--- src/rtl/intr_seq_pkg.sv ---
package intr_seq_pkg;
  typedef enum logic [2:0] {
    OP_INT   = 3'd0,
    OP_BRK   = 3'd1,
    OP_OVF   = 3'd2,
    OP_RET   = 3'd3,
    OP_SETIE = 3'd4,
    OP_CLRIE = 3'd5
  } op_e;

  typedef enum logic [3:0] {
    ST_IDLE, ST_PSH_FL, ST_PSH_CS, ST_RD_CS, ST_PSH_IP, ST_RD_IP,
    ST_POP_IP, ST_POP_CS, ST_POP_FL, ST_DONE
  } state_e;
endpackage

--- src/rtl/intr_seq_vec.sv ---
module intr_seq_vec #(
  parameter int TYPE_W    = 8,
  parameter int ADDR_W    = 20,
  parameter int VEC_SHIFT = 2
) (
  input  logic [TYPE_W-1:0] type_i,
  output logic [ADDR_W-1:0] ip_addr_o,
  output logic [ADDR_W-1:0] cs_addr_o
);
  localparam int PAD = ADDR_W - TYPE_W - VEC_SHIFT;

  assign ip_addr_o = {{PAD{1'b0}}, type_i, {VEC_SHIFT{1'b0}}};
  assign cs_addr_o = ip_addr_o + ADDR_W'(2);
endmodule

--- src/rtl/intr_seq_stk.sv ---
module intr_seq_stk #(
  parameter int DATA_W    = 16,
  parameter int ADDR_W    = 20,
  parameter int SEG_SHIFT = 4
) (
  input  logic [DATA_W-1:0] ss_i,
  input  logic [DATA_W-1:0] sp_i,
  output logic [ADDR_W-1:0] push_addr_o,
  output logic [ADDR_W-1:0] pop_addr_o
);
  localparam int WORD_B = DATA_W / 8;

  logic [ADDR_W-1:0] base;
  logic [DATA_W-1:0] sp_dec;

  assign base        = ADDR_W'({ss_i, {SEG_SHIFT{1'b0}}});
  assign sp_dec      = sp_i - DATA_W'(WORD_B);
  assign push_addr_o = base + ADDR_W'(sp_dec);
  assign pop_addr_o  = base + ADDR_W'(sp_i);
endmodule

--- src/rtl/intr_seq_ctrl.sv ---
module intr_seq_ctrl
  import intr_seq_pkg::*;
#(
  parameter int DATA_W    = 16,
  parameter int ADDR_W    = 20,
  parameter int TYPE_W    = 8,
  parameter int VEC_SHIFT = 2,
  parameter int IF_BIT    = 9,
  parameter int TF_BIT    = 8,
  parameter int OF_BIT    = 11,
  parameter int BRK_TYPE  = 3,
  parameter int OVF_TYPE  = 4
) (
  input  logic              clk_i,
  input  logic              rst_ni,
  input  logic              req_valid_i,
  input  logic [2:0]        req_op_i,
  input  logic [TYPE_W-1:0] req_type_i,
  input  logic [DATA_W-1:0] ss_i,
  input  logic [DATA_W-1:0] sp_i,
  input  logic [DATA_W-1:0] cs_i,
  input  logic [DATA_W-1:0] ip_i,
  input  logic [DATA_W-1:0] flags_i,
  input  logic [ADDR_W-1:0] vec_ip_addr_i,
  input  logic [ADDR_W-1:0] vec_cs_addr_i,
  input  logic [ADDR_W-1:0] push_addr_i,
  input  logic [ADDR_W-1:0] pop_addr_i,
  input  logic              mem_ready_i,
  input  logic [DATA_W-1:0] mem_rdata_i,
  output logic [TYPE_W-1:0] type_o,
  output logic [DATA_W-1:0] ss_o,
  output logic [DATA_W-1:0] sp_o,
  output logic [DATA_W-1:0] cs_o,
  output logic [DATA_W-1:0] ip_o,
  output logic [DATA_W-1:0] flags_o,
  output logic              busy_o,
  output logic              done_o,
  output logic              mem_valid_o,
  output logic              mem_write_o,
  output logic [ADDR_W-1:0] mem_addr_o,
  output logic [DATA_W-1:0] mem_wdata_o
);
  localparam int WORD_B    = DATA_W / 8;
  localparam int VEC_LIMIT = (1 << TYPE_W) << VEC_SHIFT;

  state_e            state;
  logic [TYPE_W-1:0] type_r;
  logic [DATA_W-1:0] ss_r, sp_r, cs_r, ip_r, flags_r;

  state_e            start_st;
  logic [TYPE_W-1:0] start_type;
  logic [DATA_W-1:0] start_flags;
  logic              op_ok, accept, hs;

  always_comb begin
    op_ok       = 1'b1;
    start_st    = ST_DONE;
    start_type  = req_type_i;
    start_flags = flags_i;
    case (req_op_i)
      OP_INT:   start_st = ST_PSH_FL;
      OP_BRK: begin
        start_st   = ST_PSH_FL;
        start_type = TYPE_W'(BRK_TYPE);
      end
      OP_OVF: begin
        start_st   = flags_i[OF_BIT] ? ST_PSH_FL : ST_DONE;
        start_type = TYPE_W'(OVF_TYPE);
      end
      OP_RET:   start_st = ST_POP_IP;
      OP_SETIE: start_flags[IF_BIT] = 1'b1;
      OP_CLRIE: start_flags[IF_BIT] = 1'b0;
      default:  op_ok = 1'b0;
    endcase
  end

  assign accept = req_valid_i && (state == ST_IDLE) && op_ok;
  assign hs     = mem_valid_o && mem_ready_i;

  always_ff @(posedge clk_i or negedge rst_ni) begin
    if (!rst_ni) begin
      state   <= ST_IDLE;
      type_r  <= '0;
      ss_r    <= '0;
      sp_r    <= '0;
      cs_r    <= '0;
      ip_r    <= '0;
      flags_r <= '0;
    end else if (accept) begin
      state   <= start_st;
      type_r  <= start_type;
      ss_r    <= ss_i;
      sp_r    <= sp_i;
      cs_r    <= cs_i;
      ip_r    <= ip_i;
      flags_r <= start_flags;
    end else begin
      case (state)
        ST_PSH_FL: if (hs) begin
          sp_r            <= sp_r - DATA_W'(WORD_B);
          flags_r[IF_BIT] <= 1'b0;
          flags_r[TF_BIT] <= 1'b0;
          state           <= ST_PSH_CS;
        end
        ST_PSH_CS: if (hs) begin
          sp_r  <= sp_r - DATA_W'(WORD_B);
          state <= ST_RD_CS;
        end
        ST_RD_CS: if (hs) begin
          cs_r  <= mem_rdata_i;
          state <= ST_PSH_IP;
        end
        ST_PSH_IP: if (hs) begin
          sp_r  <= sp_r - DATA_W'(WORD_B);
          state <= ST_RD_IP;
        end
        ST_RD_IP: if (hs) begin
          ip_r  <= mem_rdata_i;
          state <= ST_DONE;
        end
        ST_POP_IP: if (hs) begin
          ip_r  <= mem_rdata_i;
          sp_r  <= sp_r + DATA_W'(WORD_B);
          state <= ST_POP_CS;
        end
        ST_POP_CS: if (hs) begin
          cs_r  <= mem_rdata_i;
          sp_r  <= sp_r + DATA_W'(WORD_B);
          state <= ST_POP_FL;
        end
        ST_POP_FL: if (hs) begin
          flags_r <= mem_rdata_i;
          sp_r    <= sp_r + DATA_W'(WORD_B);
          state   <= ST_DONE;
        end
        ST_DONE: state <= ST_IDLE;
        default: state <= ST_IDLE;
      endcase
    end
  end

  always_comb begin
    mem_valid_o = 1'b1;
    mem_write_o = 1'b0;
    mem_addr_o  = '0;
    mem_wdata_o = '0;
    case (state)
      ST_PSH_FL: begin mem_write_o = 1'b1; mem_addr_o = push_addr_i; mem_wdata_o = flags_r; end
      ST_PSH_CS: begin mem_write_o = 1'b1; mem_addr_o = push_addr_i; mem_wdata_o = cs_r;    end
      ST_PSH_IP: begin mem_write_o = 1'b1; mem_addr_o = push_addr_i; mem_wdata_o = ip_r;    end
      ST_RD_CS:  mem_addr_o = vec_cs_addr_i;
      ST_RD_IP:  mem_addr_o = vec_ip_addr_i;
      ST_POP_IP, ST_POP_CS, ST_POP_FL: mem_addr_o = pop_addr_i;
      default:   mem_valid_o = 1'b0;
    endcase
  end

  assign busy_o  = (state != ST_IDLE);
  assign done_o  = (state == ST_DONE);
  assign type_o  = type_r;
  assign ss_o    = ss_r;
  assign sp_o    = sp_r;
  assign cs_o    = cs_r;
  assign ip_o    = ip_r;
  assign flags_o = flags_r;


  mem_hold_chk: assert property (@(posedge clk_i) disable iff (!rst_ni)
    mem_valid_o && !mem_ready_i |=> mem_valid_o && $stable(mem_addr_o)
      && $stable(mem_write_o) && $stable(mem_wdata_o));


  done_pulse_chk: assert property (@(posedge clk_i) disable iff (!rst_ni)
    done_o |=> !done_o);


  vec_range_chk: assert property (@(posedge clk_i) disable iff (!rst_ni)
    mem_valid_o && (state == ST_RD_CS || state == ST_RD_IP)
      |-> !mem_write_o && (mem_addr_o < ADDR_W'(VEC_LIMIT)));


  sp_push_chk: assert property (@(posedge clk_i) disable iff (!rst_ni)
    hs && mem_write_o |=> sp_r == $past(sp_r) - DATA_W'(WORD_B));


  flags_clr_chk: assert property (@(posedge clk_i) disable iff (!rst_ni)
    state == ST_PSH_CS |-> !flags_r[IF_BIT] && !flags_r[TF_BIT]);


  busy_hold_chk: assert property (@(posedge clk_i) disable iff (!rst_ni)
    busy_o && req_valid_i |=> $stable(type_r) && $stable(ss_r));
endmodule

--- src/rtl/intr_seq.sv ---
module intr_seq #(
  parameter int DATA_W    = 16,
  parameter int ADDR_W    = 20,
  parameter int TYPE_W    = 8,
  parameter int VEC_SHIFT = 2,
  parameter int SEG_SHIFT = 4
) (
  input  logic              clk_i,
  input  logic              rst_ni,
  input  logic              req_valid_i,
  input  logic [2:0]        req_op_i,
  input  logic [TYPE_W-1:0] req_type_i,
  input  logic [DATA_W-1:0] ss_i,
  input  logic [DATA_W-1:0] sp_i,
  input  logic [DATA_W-1:0] cs_i,
  input  logic [DATA_W-1:0] ip_i,
  input  logic [DATA_W-1:0] flags_i,
  output logic              busy_o,
  output logic              done_o,
  output logic [DATA_W-1:0] sp_o,
  output logic [DATA_W-1:0] cs_o,
  output logic [DATA_W-1:0] ip_o,
  output logic [DATA_W-1:0] flags_o,
  output logic              mem_valid_o,
  output logic              mem_write_o,
  output logic [ADDR_W-1:0] mem_addr_o,
  output logic [DATA_W-1:0] mem_wdata_o,
  input  logic              mem_ready_i,
  input  logic [DATA_W-1:0] mem_rdata_i
);
  logic [TYPE_W-1:0] type_w;
  logic [DATA_W-1:0] ss_w;
  logic [ADDR_W-1:0] vec_ip_addr, vec_cs_addr, push_addr, pop_addr;

  intr_seq_vec #(.TYPE_W(TYPE_W), .ADDR_W(ADDR_W), .VEC_SHIFT(VEC_SHIFT)) i_vec (
    .type_i    (type_w),
    .ip_addr_o (vec_ip_addr),
    .cs_addr_o (vec_cs_addr)
  );

  intr_seq_stk #(.DATA_W(DATA_W), .ADDR_W(ADDR_W), .SEG_SHIFT(SEG_SHIFT)) i_stk (
    .ss_i        (ss_w),
    .sp_i        (sp_o),
    .push_addr_o (push_addr),
    .pop_addr_o  (pop_addr)
  );

  intr_seq_ctrl #(.DATA_W(DATA_W), .ADDR_W(ADDR_W), .TYPE_W(TYPE_W),
                  .VEC_SHIFT(VEC_SHIFT)) i_ctrl (
    .clk_i         (clk_i),
    .rst_ni        (rst_ni),
    .req_valid_i   (req_valid_i),
    .req_op_i      (req_op_i),
    .req_type_i    (req_type_i),
    .ss_i          (ss_i),
    .sp_i          (sp_i),
    .cs_i          (cs_i),
    .ip_i          (ip_i),
    .flags_i       (flags_i),
    .vec_ip_addr_i (vec_ip_addr),
    .vec_cs_addr_i (vec_cs_addr),
    .push_addr_i   (push_addr),
    .pop_addr_i    (pop_addr),
    .mem_ready_i   (mem_ready_i),
    .mem_rdata_i   (mem_rdata_i),
    .type_o        (type_w),
    .ss_o          (ss_w),
    .sp_o          (sp_o),
    .cs_o          (cs_o),
    .ip_o          (ip_o),
    .flags_o       (flags_o),
    .busy_o        (busy_o),
    .done_o        (done_o),
    .mem_valid_o   (mem_valid_o),
    .mem_write_o   (mem_write_o),
    .mem_addr_o    (mem_addr_o),
    .mem_wdata_o   (mem_wdata_o)
  );
endmodule

--- config.mk ---
export PLATFORM = sky130hd
export DESIGN_NAME = intr_seq
export DESIGN_NICKNAME = d
export VERILOG_FILES = /design/src/rtl/intr_seq_pkg.sv /design/src/rtl/intr_seq_vec.sv /design/src/rtl/intr_seq_stk.sv /design/src/rtl/intr_seq_ctrl.sv /design/src/rtl/intr_seq.sv
export SDC_FILE = /design/constraint.sdc
export NUM_CORES = 1
export LEC_CHECK = 0
export ABC_AREA = 1
export BUFFER_PORTS_ARGS = -buffer_cell sky130_fd_sc_hd__buf_2
export CAP_MARGIN = 30
export CORE_UTILIZATION = 52
export DETAILED_ROUTE_END_ITERATION = 6
export PLACE_DENSITY = 0.85
export SYNTH_ARGS = -nofsm -noshare
export SYNTH_HDL_FRONTEND = slang
export SYNTH_SLANG_ARGS = --single-unit
export TNS_END_PERCENT = 1
--- constraint.sdc ---
create_clock -name clk_i -period 3.3 [get_ports clk_i]
set_input_delay 0.165 -clock clk_i [delete_from_list [all_inputs] [get_ports clk_i]]
set_output_delay 0.165 -clock clk_i [all_outputs]
set_load 0.02 [all_outputs]
# == Word level (Yosys, flattened, before mapping) ==
# Index checks and enable logic that the tools add are counted.
# op_classes
addsub,5
n_eq_ne,24
n_mux,32
reduce_logical,26
# ops
op,n
2-to-1 mux 16 bit,9
one-hot mux 20 bit (4 select lines),1
one-hot mux 16 bit (3 select lines),1
adder 20 x 16 -> 20 bit,2
2-to-1 mux 4 bit,9
one-hot mux 16 bit (2 select lines),1
!= test 3 x 1 -> 1 bit (second input constant),10
one-hot mux 4 bit (7 select lines),1
adder 16 x 2 -> 16 bit (second input constant),1
equality test 4 x 3 -> 1 bit (second input constant),4
one-hot mux 8 bit (2 select lines),1
subtractor 16 x 2 -> 16 bit (second input constant),1
one-hot mux 4 bit (3 select lines),1
adder 10 x 2 -> 11 bit (second input constant),1
equality test 4 x 2 -> 1 bit (second input constant),2
equality test 4 bit (second input constant),2
2-to-1 mux 8 bit,1
nonzero test 2 bit,4
OR reduction 2 bit,4
OR reduction 8 bit,1
AND reduction 7 bit,1
equality test 3 x 2 -> 1 bit (second input constant),2
equality test 3 bit (second input constant),2
2-to-1 mux 6 bit,1
other kinds (15),24
# totals
ff_bits,92
in_bits,111
out_inout_bits,104
wordCells,95

# == Longest topological paths before layout ==
# Gate-level depths: netlist of the first run.
# depth
word_depth,7
mapped_depth,19
ltp_nobuf,18

# == By module ==
# Synthesis of the first run repeated with hierarchy kept, for this count alone.
# hier_totals
hier_cells,1253
hier_area_um2,8055.2
# modules_own_cells
mod,instances,cells_each,area_per_inst_um2,seq_area_each_um2
intr_seq_ctrl,1,830,5760.5,2302.2
intr_seq_stk,1,381,1986.9,0.0
intr_seq_vec,1,42,307.8,0.0

# == Least setup slack after synthesis of the first run ==
# Ideal clock, no wire load.
# synth_path
kind,reg2out
startpoint,register i_ctrl.state[0]
endpoint,output port mem_addr_o[14]
arrival_ps,2836
required_ps,3135
slack_ps,299
path_stages_with_launch,19
cell_sequence,dfrtp_1 buf_2 nor2_4 inv_1 nor2_2 nor2_2 buf_6 clkbuf_1 o21ai_0 ha_1 inv_1 fa_1 inv_1 nand2_1 nand3_1 nand2_1 nand2_1 nor2_1 nor3b_1
# synth_between
elab_chain_len,3
elab_cells_between_ends,11
classes_between,eq/ne (8); mux (1); reduce/logical (2)
# synth_rtl
element,line,text
"start, declared",intr_seq_ctrl.sv:46,state_e state;
"start signal, assigned",intr_seq_ctrl.sv:90,state <= start_st;
equality test 4 x 3 -> 1 bit (tied with other cells),intr_seq_ctrl.sv:147,case (state)
OR reduction 3 bit (no line),--,
one-hot mux 20 bit (4 select lines) *,intr_seq_ctrl.sv:147,
"end, declared",intr_seq.sv:26,"output logic [ADDR_W-1:0] mem_addr_o,"
# Every way passes the cells marked *; elsewhere a longest branch is shown, timed or not.

# == Final worst setup path of the first run ==
# layout_path
startpoint,register i_ctrl.state[3]
endpoint,output port mem_addr_o[14]
# The elaborated chain is that of the path after synthesis.

==> results_dict.tcl, run 1 <==
set metrics [dict create \
    setup_viol_count_final 0 \
    cts_tree "built" \
    cts_buffers 9 \
    area_delta_synth_final_pct 27.6 \
    relSlewSlack 0.573 \
    worstPathArrival_ns 3.04 \
    min_path_type "primary input to flop" \
    grt_overflow_total 0 \
    dp_hpwl_mm 15.2 \
    grt_setup_unrepaired "true" \
    synth-adder-area-share 0.0316 \
    yosys.area_share.xor_xnor 0.00533 \
    root_buffer "clkbuf_16" \
    avgSynthCellArea_um2 6.44 \
    hold_violations 0 \
    syn_nets 1148 \
    netlist_instances 1021 \
    layout_commonest_cell "nand2_1" \
    yosys.area_share.simple 0.453 \
    wirelength_mm 21.5 \
    postRouteAntennaNets 0 \
    yosysTopAreaCell "dfrtp_1" \
    drv_cap 0 \
    layout_common_cells "445 x nand2_1, 209 x buf_2, 111 x nand3_1" \
    period_share 0.972 \
    clockBufferDepth 2 \
    clock-sinks 92 \
    final_layout_size_suffix_gt1_frac 0.268 \
    critPathMaxStageDelay_ns 0.47 \
    critPathKind "flop to output port" \
    async_flop_share 1.00 \
    fmax_mhz 312 \
    startpoint_type "flop" \
    synth_top_area_share 0.350 \
    total_power_mw 9.82 \
    first_pass_iters 5 \
    io_pins 215 \
    crit_slowest_cell "dfrtp_2" \
    finalClockSkew_ns 0.00767 \
    worstPathCellList "inv_1 -> nand2_1 -> nor2_1 -> nor2_4 -> buf_12 -> nand3_1 -> o21ai_0 -> ha_1 -> nand2_1 -> nor2_1 -> nand2_1 -> nand3_2 -> nand2_1 -> nand2_1 -> nand2_1 -> nor3b_2 -> buf_4" \
    worstPathRequired_ns 3.13 \
    multi_input_area_mm2 0.00391 \
    synth_compound_area_frac 0.0849 \
    cp_max_fo 11 \
    fillers 1116 \
    period_minus_slack_ns 3.21 \
    avgViaCountPerCell 5.44 \
    yosysSeqAreaShare 0.350 \
    path_common_cell "nand2_1" \
    syn_area_mm2 0.00658 \
    htreeDepth 3 \
    grt_use_total 0.322 \
    diodes 0 \
    timing.final.ws_setup_ns 0.0940 \
    drc 0 \
    drtIter0Drc 669 \
    dpl_worst_slack_ns 0.211 \
    slew_viol_final 0 \
    status "complete, no violations" \
    peakVddDrop_v 0.000613 \
    first_global_vias 6802 \
    power.static_leakage_nw 4.66 \
    die_y_um 114 \
    clkTransAtPathRegs_ns 0.07 \
    regArea_mm2 0.00231 \
    synth_top_family_by_area "simple AND/OR/NAND/NOR gates" \
    nNetsFinal 1364 \
    pwr_density_cell_mw_per_mm2 1170 \
    synth_cell_types 39 \
    end_kind "output port" \
    row_count 40 \
    gp_congestion 0.898 \
    io_buffers 214 \
    fp.dieW_um 114 \
    start_util 0.541 \
    grt_antenna_before_repair 1 \
    ys_ff_latch 92 \
    synth-edff-count 0 \
    grt_first_pass_wirelength_mm 32.7 \
    yosysWarnings 0 \
    dieArea_mm2 0.0131 \
    vias 7668 \
    wl_per_cell_um 15.2 \
    synthTopCellsByArea "dfrtp_1 35%, nand2_1 26%, nand3_1 8.8%" \
    worstMarginPinSlew_ns 0.641 \
    clock_latency_ns 0.36 \
    grt_max_degree 53 \
    core_mm2 0.0122 \
    synth_ff_type "dfrtp_1" \
    synth_mux_area_frac 0 \
]
## state kept, by name, indices dropped and copies added, names as in the netlist
register and count:
i_ctrl.flags_o 16, i_ctrl.state 4, i_ctrl.cs_o 16, i_ctrl.ss_o 16, i_ctrl.type_o 8, i_ctrl.sp_o 16
i_ctrl.ip_o 16
## cells by family (layout without fill, tap and decap cells)
family,count (synthesis),count (layout)
DFF,92,92
xor gates and xnor gates,4,4
buffers and inverters,110,331
and+or+nand+nor,701,701
adders and majority gates,16,16
AOI/OAI and AO/OA,98,98
## stage by stage
stage	setup TNS, ns	std cells	utilization	hold slack (ns)	instance area [um2]
3_5_place_dp	0	1371	0.635	0.0885	7720
4_1_cts	0	1392	0.666	0.00148	8100
2_1_floorplan	0	1021	-	-0.131	6580
6_report	0	1410	0.690	0.00928	8390
3_3_place_gp	0	1371	0.635	0.0994	7720
5_1_grt	-0.415	1410	0.690	0.0115	8390
## worst max-delay path: cells and delay by family (launching register included)
kind | cells | cell delay, ns
AOI/OAI and AO/OA | 1 | 0.11
adders and majority gates | 1 | 0.39
buffers and inverters | 3 | 0.43
DFF | 1 | 0.47
and+or+nand+nor | 12 | 1.26
## final timing paths
path | startpoint | end | slack, ns | cells past startpoint
min in group asynchronous | rst_ni | i_ctrl.ss_o[12] | 0.26 | 2
max in group asynchronous | rst_ni | i_ctrl.sp_o[5] | 2.23 | 3
worst max-delay path | i_ctrl.state[3] | mem_addr_o[14] | 0.09 | 17
worst max register to register | i_ctrl.state[2] | i_ctrl.ip_o[1] | 1.22 | 8
worst min-delay path | ss_i[9] | i_ctrl.ss_o[9] | 0.009 | 3
worst min register to register | i_ctrl.ss_o[9] | i_ctrl.ss_o[9] | 0.49 | 2
## what timing repair did
item,4_1_cts,5_1_grt
hold buffers,3,0
pin swaps,2,11
resized for setup,6,47
cloned,0,1
setup endpoints to repair,10,12
setup buffers,2,17
hold endpoints to repair,24,0
## final cells by class
class,count,share of cell area
Clock buffer,11,0.0301
Clock inverter,5,0.00761
Inverter,68,0.0304
Multi-Input combinational cell,819,0.466
Sequential cell,92,0.276
Tap cell,168,0.0251
Timing Repair Buffer,247,0.165
## routing by layer
| layer | GRT usage | share of wire | routed length [um] | vias to the layer above |
|---|---|---|---|---|
| met5 | 0 | 0 | 0 | - |
| met4 | 0.146 | 0.043 | 918 | 0 |
| met3 | 0.0778 | 0.080 | 1730 | 67 |
| met2 | 0.553 | 0.50 | 10600 | 398 |
| met1 | 0.381 | 0.38 | 8190 | 3498 |
| li1 | - | - | - | 3705 |
## cell usage after synthesis, drive strengths merged (4+ instances only)
cell,n
o21ai,52
ha,15
nand4,8
clkbuf,11
nor2,100
nand2,461
or2,4
o211ai,16
nand3,119
buf,31
inv,68
dfrtp,92
a21oi,16
nand3b,5
o22ai,5
## where the power goes
part / total, mW / internal (mW) / leakage [nW] / switching [mW]
clock network: 1.11 / 0.637 / 0.153 / 0.473
registers: 2.24 / 1.66 / 1.13 / 0.574
logic: 6.47 / 2.24 / 3.38 / 4.23
total: 9.82 / 4.54 / 4.66 / 5.28
(Power assumes the default switching activity.)
==> run 2, diff against run 1 <==
--- a/config.mk
+++ b/config.mk
@@ -6,11 +6,11 @@
 export NUM_CORES = 1
 export LEC_CHECK = 0
 export ABC_AREA = 1
-export BUFFER_PORTS_ARGS = -buffer_cell sky130_fd_sc_hd__buf_2
 export CAP_MARGIN = 30
-export CORE_UTILIZATION = 52
+export CORE_UTILIZATION = 65
 export DETAILED_ROUTE_END_ITERATION = 6
-export PLACE_DENSITY = 0.85
+export DONT_BUFFER_PORTS = 1
+export PLACE_DENSITY = 0.84
 export SYNTH_ARGS = -nofsm -noshare
 export SYNTH_HDL_FRONTEND = slang
 export SYNTH_SLANG_ARGS = --single-unit
==> results_dict.tcl, run 2 (same netlist as run 1, synthesis figures left out) <==
set metrics [dict create \
    root_buffer "clkbuf_8" \
    whs_path_depth 2 \
    io_pins 215 \
    clockBufferDepth 2 \
    hold_violations 2 \
    diodes 0 \
    failed_checks "hold timing" \
    vias 7044 \
    setup-tns-final_ns 0 \
    grt_max_degree 93 \
    cts_buffers 9 \
    die_y_um 103 \
    first_pass_iters 5 \
    final_layout_size_suffix_gt1_frac 0.124 \
    drtIter0Drc 401 \
    drv_cap 0 \
    clkTransAtPathRegs_ns 0.10 \
    postRouteAntennaNets 0 \
    cp_max_fo 7 \
    grt_setup_unrepaired "true" \
    io_buffers 0 \
    status "complete, but fails checks" \
    min_path_type "primary input to flop" \
    row_count 36 \
    final_area_mm2 0.00771 \
    fin_hold_ws_ns -0.00154 \
    finalClockSkew_ns 0.0158 \
    grt_first_pass_wirelength_mm 30.2 \
    slew_viol_final 0 \
    fmax_mhz 313 \
    cts_tree "built" \
    final_util 0.789 \
    clock_latency_ns 0.38 \
    area_delta_synth_final_pct 17.3 \
    setup_viol_count_final 0 \
    worstPathArrival_ns 3.03 \
    critPathKind "flop to output port" \
    first_global_vias 6363 \
    period_minus_slack_ns 3.19 \
    worstPathRequired_ns 3.13 \
    power.static_leakage_nw 3.96 \
    layout_commonest_cell "nand2_1" \
    htreeDepth 3 \
    end_kind "output port" \
    period_share 0.968 \
    wl_per_cell_um 16.6 \
    fp.dieW_um 103 \
    grt_antenna_before_repair 0 \
    dieArea_mm2 0.0105 \
    start_util 0.673 \
    nNetsFinal 1209 \
    avgViaCountPerCell 5.78 \
    peakVddDrop_v 0.000597 \
    core_mm2 0.00977 \
    dp_hpwl_mm 13.4 \
    grt_overflow_total 0 \
    layout_common_cells "447 x nand2_1, 111 x nand3_1, 79 x nor2_1, 79 x dfrtp_1, 60 x inv_1" \
    place_area_mm2 0.00672 \
    gp_congestion 0.901 \
    wirelength_mm 20.2 \
    worstMarginPinSlew_ns 0.797 \
    startpoint_type "flop" \
    clock-sinks 92 \
    rr_worst_depth 8 \
    relSlewSlack 0.463 \
    grt_use_total 0.377 \
    total_power_mw 9.04 \
    pwr_density_cell_mw_per_mm2 1170 \
    drc 0 \
]
[run 2: final cells by class]
| type | count | area, um2 |
|---|---|---|
| well taps | 133 | 166 |
| flip-flops and latches | 92 | 2320 |
| multi-input cells | 819 | 3900 |
| inverters | 68 | 258 |
| fillers | 733 | 2060 |
| clock buffers | 10 | 138 |
| repair buffers | 92 | 868 |
| clock inverters | 5 | 60.1 |
[run 2: what timing repair did]
action                                 4_1_cts  5_1_grt
pin swaps                                    1        9
setup buffers                                1       10
gates cloned                                 0        1
resized for setup                            1       51
hold buffers                                52        0
setup endpoints to repair                    3       12
endpoints found under the hold margin      138        0
[run 2: report_power, final]
group / switching [mW] / leakage, nW / internal (mW)
clock: 0.436 / 0.0987 / 0.370
combinational: 3.65 / 2.73 / 1.94
sequential: 0.985 / 1.13 / 1.66
[run 2: critical path, cell delays in order (launching register included)]
cell and delay [ns]:
dfrtp_2 0.51, inv_1 0.20, nand2_1 0.13, nor2_2 0.16
nand3_1 0.09, nand3_1 0.12, o21ai_0 0.16, ha_1 0.39
a21oi_2 0.19, nor2_1 0.05, nor2_1 0.16, nand3_2 0.13
nand2_1 0.08, nand2_1 0.05, nor2_1 0.10, buf_4 0.15
[run 2: metal layers]
metal	up-vias	GRT usage	part of all wire
met4	0	0.203	0.038
met3	71	0.0766	0.079
met5	-	0	0
met1	3194	0.442	0.38
li1	3393	-	-
met2	386	0.649	0.51
[run 2: worst paths after layout]
kind                            slack (ns)            start                 end
worst min-delay path                -0.002  mem_rdata_i[14]  i_ctrl.flags_o[14]
max in group asynchronous             2.52           rst_ni     i_ctrl.state[1]
worst min register to register        0.50  i_ctrl.ss_o[10]     i_ctrl.ss_o[10]
min in group asynchronous             0.34           rst_ni     i_ctrl.ss_o[10]
worst max-delay path                  0.11   i_ctrl.sp_o[3]      mem_addr_o[16]
worst max register to register        0.82  i_ctrl.state[2]   i_ctrl.flags_o[3]
[run 2: stage by stage]
step           hold WS (ns)  cells  worst slack, ns
6_report           -0.00154   1219            0.105
3_5_place_dp         -0.129   1140            0.389
2_1_floorplan        -0.131   1021            0.299
3_3_place_gp         -0.129   1140            0.414
4_1_cts            0.000643   1208           0.0172
5_1_grt            0.000859   1219          -0.0802
==> run 3, diff against run 2 <==
--- a/config.mk
+++ b/config.mk
@@ -5,12 +5,12 @@
 export SDC_FILE = /design/constraint.sdc
 export NUM_CORES = 1
 export LEC_CHECK = 0
-export ABC_AREA = 1
 export CAP_MARGIN = 30
-export CORE_UTILIZATION = 65
+export CORE_UTILIZATION = 64
 export DETAILED_ROUTE_END_ITERATION = 6
 export DONT_BUFFER_PORTS = 1
-export PLACE_DENSITY = 0.84
+export MAX_ROUTING_LAYER = met4
+export PLACE_DENSITY = 0.83
 export SYNTH_ARGS = -nofsm -noshare
 export SYNTH_HDL_FRONTEND = slang
 export SYNTH_SLANG_ARGS = --single-unit
==> results_dict.tcl, run 3 <==
set metrics [dict create \
    fin_hold_ws_ns -0.0141 \
    final_area_mm2 0.00804 \
    pwr_density_cell_mw_per_mm2 1160 \
    netlist_instances 697 \
    drc 23 \
    root_buffer "clkbuf_8" \
    startpoint_type "flop" \
    fp.dieW_um 97.8 \
    dieArea_mm2 0.00957 \
    yosysMostFrequentCell "nand2_1" \
    grt_antenna_before_repair 0 \
    gp_congestion 0.910 \
    wl_per_cell_um 22.7 \
    synth-edff-count 0 \
    end_kind "output port" \
    total_power_mw 9.33 \
    cp_max_fo 5 \
    slew_viol_final 0 \
    place_area_mm2 0.00652 \
    io_pins 215 \
    clock-sinks 92 \
    worstPathArrival_ns 3.72 \
    row_count 34 \
    core_mm2 0.00881 \
    io_buffers 0 \
    min_path_type "primary input to flop" \
    critPathMaxStageDelay_ns 0.43 \
    critical_path.top_delay_family "simple AND/OR/NAND/NOR gates" \
    critPathBufInv 4 \
    fillers 355 \
    area_delta_synth_final_pct 36.9 \
    yosysSeqAreaShare 0.392 \
    layout_commonest_cell "nand2_1" \
    grt_use_total 0.461 \
    avgViaCountPerCell 6.81 \
    first_global_vias 6873 \
    yosysWarnings 0 \
    die_y_um 97.8 \
    async_flop_share 1.00 \
    path_common_cell "buf_4" \
    clockBufferDepth 2 \
    power.static_leakage_nw 3.69 \
    grt_overflow_total 0 \
    period_minus_slack_ns 3.88 \
    grt_setup_unrepaired "true" \
    dp_hpwl_mm 12.4 \
    cts_tree "built" \
    clock_latency_ns 0.38 \
    vias 6595 \
    synth_top_area_share 0.392 \
    first_pass_iters 7 \
    final_layout_size_suffix_gt1_frac 0.193 \
    wirelength_mm 22.0 \
    start_util 0.667 \
    diodes 0 \
    worstMarginPinSlew_ns 0.922 \
    synthTopCellsByArea "dfrtp_1 39%, nand2_1 8.4%, mux2i_1 6.1%" \
    crit_slowest_cell "dfrtp_1" \
    postRouteAntennaNets 0 \
    drv_cap 0 \
    syn_nets 824 \
    finalClockSkew_ns 0.0154 \
    nNetsFinal 983 \
    timing.final.ws_setup_ns -0.581 \
    failed_checks "DRC, hold timing, setup timing" \
    grt_max_degree 93 \
    htreeDepth 3 \
    relSlewSlack 0.385 \
    avgSynthCellArea_um2 8.43 \
    dpl_worst_slack_ns -0.305 \
    status "complete, but fails checks" \
    ys_ff_latch 92 \
    synth_cell_types 66 \
    worstPathRequired_ns 3.13 \
    hold_violations 3 \
    period_share 1.18 \
    synthTopCellsByCount "131 x nand2_1, 92 x dfrtp_1, 67 x nor2_1, 51 x o21ai_0, 36 x mux2i_1" \
    worstPathCellList "inv_1 -> ha_4 -> or3b_4 -> nand4b_1 -> buf_4 -> buf_4 -> xnor2_1 -> ha_1 -> a21oi_1 -> nor2b_1 -> a311o_1 -> a21oi_4 -> a211oi_2 -> mux2i_2 -> buf_4" \
    grt_first_pass_wirelength_mm 33.6 \
    setup_viol_count_final 13 \
    drtIter0Drc 583 \
    peakVddDrop_v 0.000655 \
    clkTransAtPathRegs_ns 0.11 \
    syn_area_mm2 0.00588 \
    fmax_mhz 258 \
    critPathKind "flop to output port" \
    synth_ff_type "dfrtp_1" \
    yosysTopAreaCell "dfrtp_1" \
    cts_buffers 9 \
    layout_common_cells "129 x nand2_1, 101 x dlygate4sd3_1, 92 x buf_4" \
]
[run 3: cell types whose count changed after synthesis, sizes merged, moves of 24 or more]
cell	change
nand2	-330
nand3	-102
nor2	-33
clkbuf	+24
inv	-37
mux2i	+36
[run 3: cells by family after synthesis]
| group | after synthesis | share of synthesized area |
|---|---|---|
| flip-flops | 92 | 0.392 |
| adder cells (fa/ha/maj) | 17 | 0.0370 |
| buffers and inverters | 78 | 0.0556 |
| AND/OR/NAND/NOR | 274 | 0.215 |
| XOR/XNOR | 32 | 0.0477 |
| multiplexers | 37 | 0.0632 |
| AO/OA/AOI/OAI | 167 | 0.190 |
[run 3: repair_timing]
| action | in CTS | in global routing |
|---|---|---|
| pin swaps | 19 | 12 |
| endpoints found under the setup margin | 12 | 13 |
| hold buffers | 101 | 1 |
| gates resized for setup | 26 | 18 |
| hold endpoints to repair | 176 | 1 |
| buffers inserted | 4 | 4 |
[run 3: area by class of cell]
| cell class | count | area (um2) | area share |
|---|---|---|---|
| clock buffer | 11 | 131 | 0.0163 |
| clock inverter | 5 | 85.1 | 0.0106 |
| inverter | 31 | 116 | 0.0145 |
| multi-input combinational | 527 | 3520 | 0.438 |
| sequential | 92 | 2300 | 0.287 |
| tap | 108 | 135 | 0.0168 |
| timing repair buffer | 195 | 1750 | 0.217 |
[run 3: stage by stage]
| step | cells | hold slack (ns) | util | TNS (ns) |
|---|---|---|---|---|
| floorplan | 697 | -0.131 | - | -1.17 |
| global placement | 843 | -0.128 | 0.740 | -0.640 |
| CTS | 964 | 0.000183 | 0.898 | -4.26 |
| finish | 969 | -0.0141 | 0.913 | -5.55 |
| detailed placement | 843 | -0.129 | 0.740 | -1.58 |
| global route | 969 | 0.0156 | 0.913 | -7.33 |
[run 3: worst reg2reg max path, cell delays in order (launching register included)]
cell and delay [ns]:
dfrtp_1 0.39, buf_4 0.15, buf_4 0.17, nor2_1 0.23
nand3_1 0.35, a21oi_4 0.25, buf_4 0.34, nor2_1 0.16
a222oi_1 0.32, dlygate4sd3_1 0.62, inv_1 0.04
[run 3: path summary, 6_finish.rpt]
path | slack (ns) | from | depth (start not counted) | to
worst max-delay path | -0.58 | i_ctrl.sp_o[2] | 15 | mem_addr_o[18]
worst min-delay path | -0.01 | ip_i[13] | 2 | i_ctrl.ip_o[13]
worst max register to register | 0.17 | i_ctrl.state[2] | 10 | i_ctrl.flags_o[8]
worst min register to register | 0.49 | i_ctrl.type_o[6] | 2 | i_ctrl.type_o[6]
max in group asynchronous | 2.55 | rst_ni | 2 | i_ctrl.sp_o[5]
min in group asynchronous | 0.38 | rst_ni | 2 | i_ctrl.ss_o[13]
[run 3: per-layer routing]
metal	share of wire	vias up	GRT usage
li1	-	2781	-
met1	0.32	3082	0.442
met2	0.50	553	0.798
met3	0.10	179	0.127
met4	0.077	0	0.323
met5	0	-	-
[run 3: report_power, final]
part | switching, mW | internal, mW | total (mW) | leakage [nW]
clock network | 0.448 | 0.432 | 0.881 | 0.104
logic | 3.41 | 2.40 | 5.82 | 2.48
registers | 0.977 | 1.66 | 2.63 | 1.11
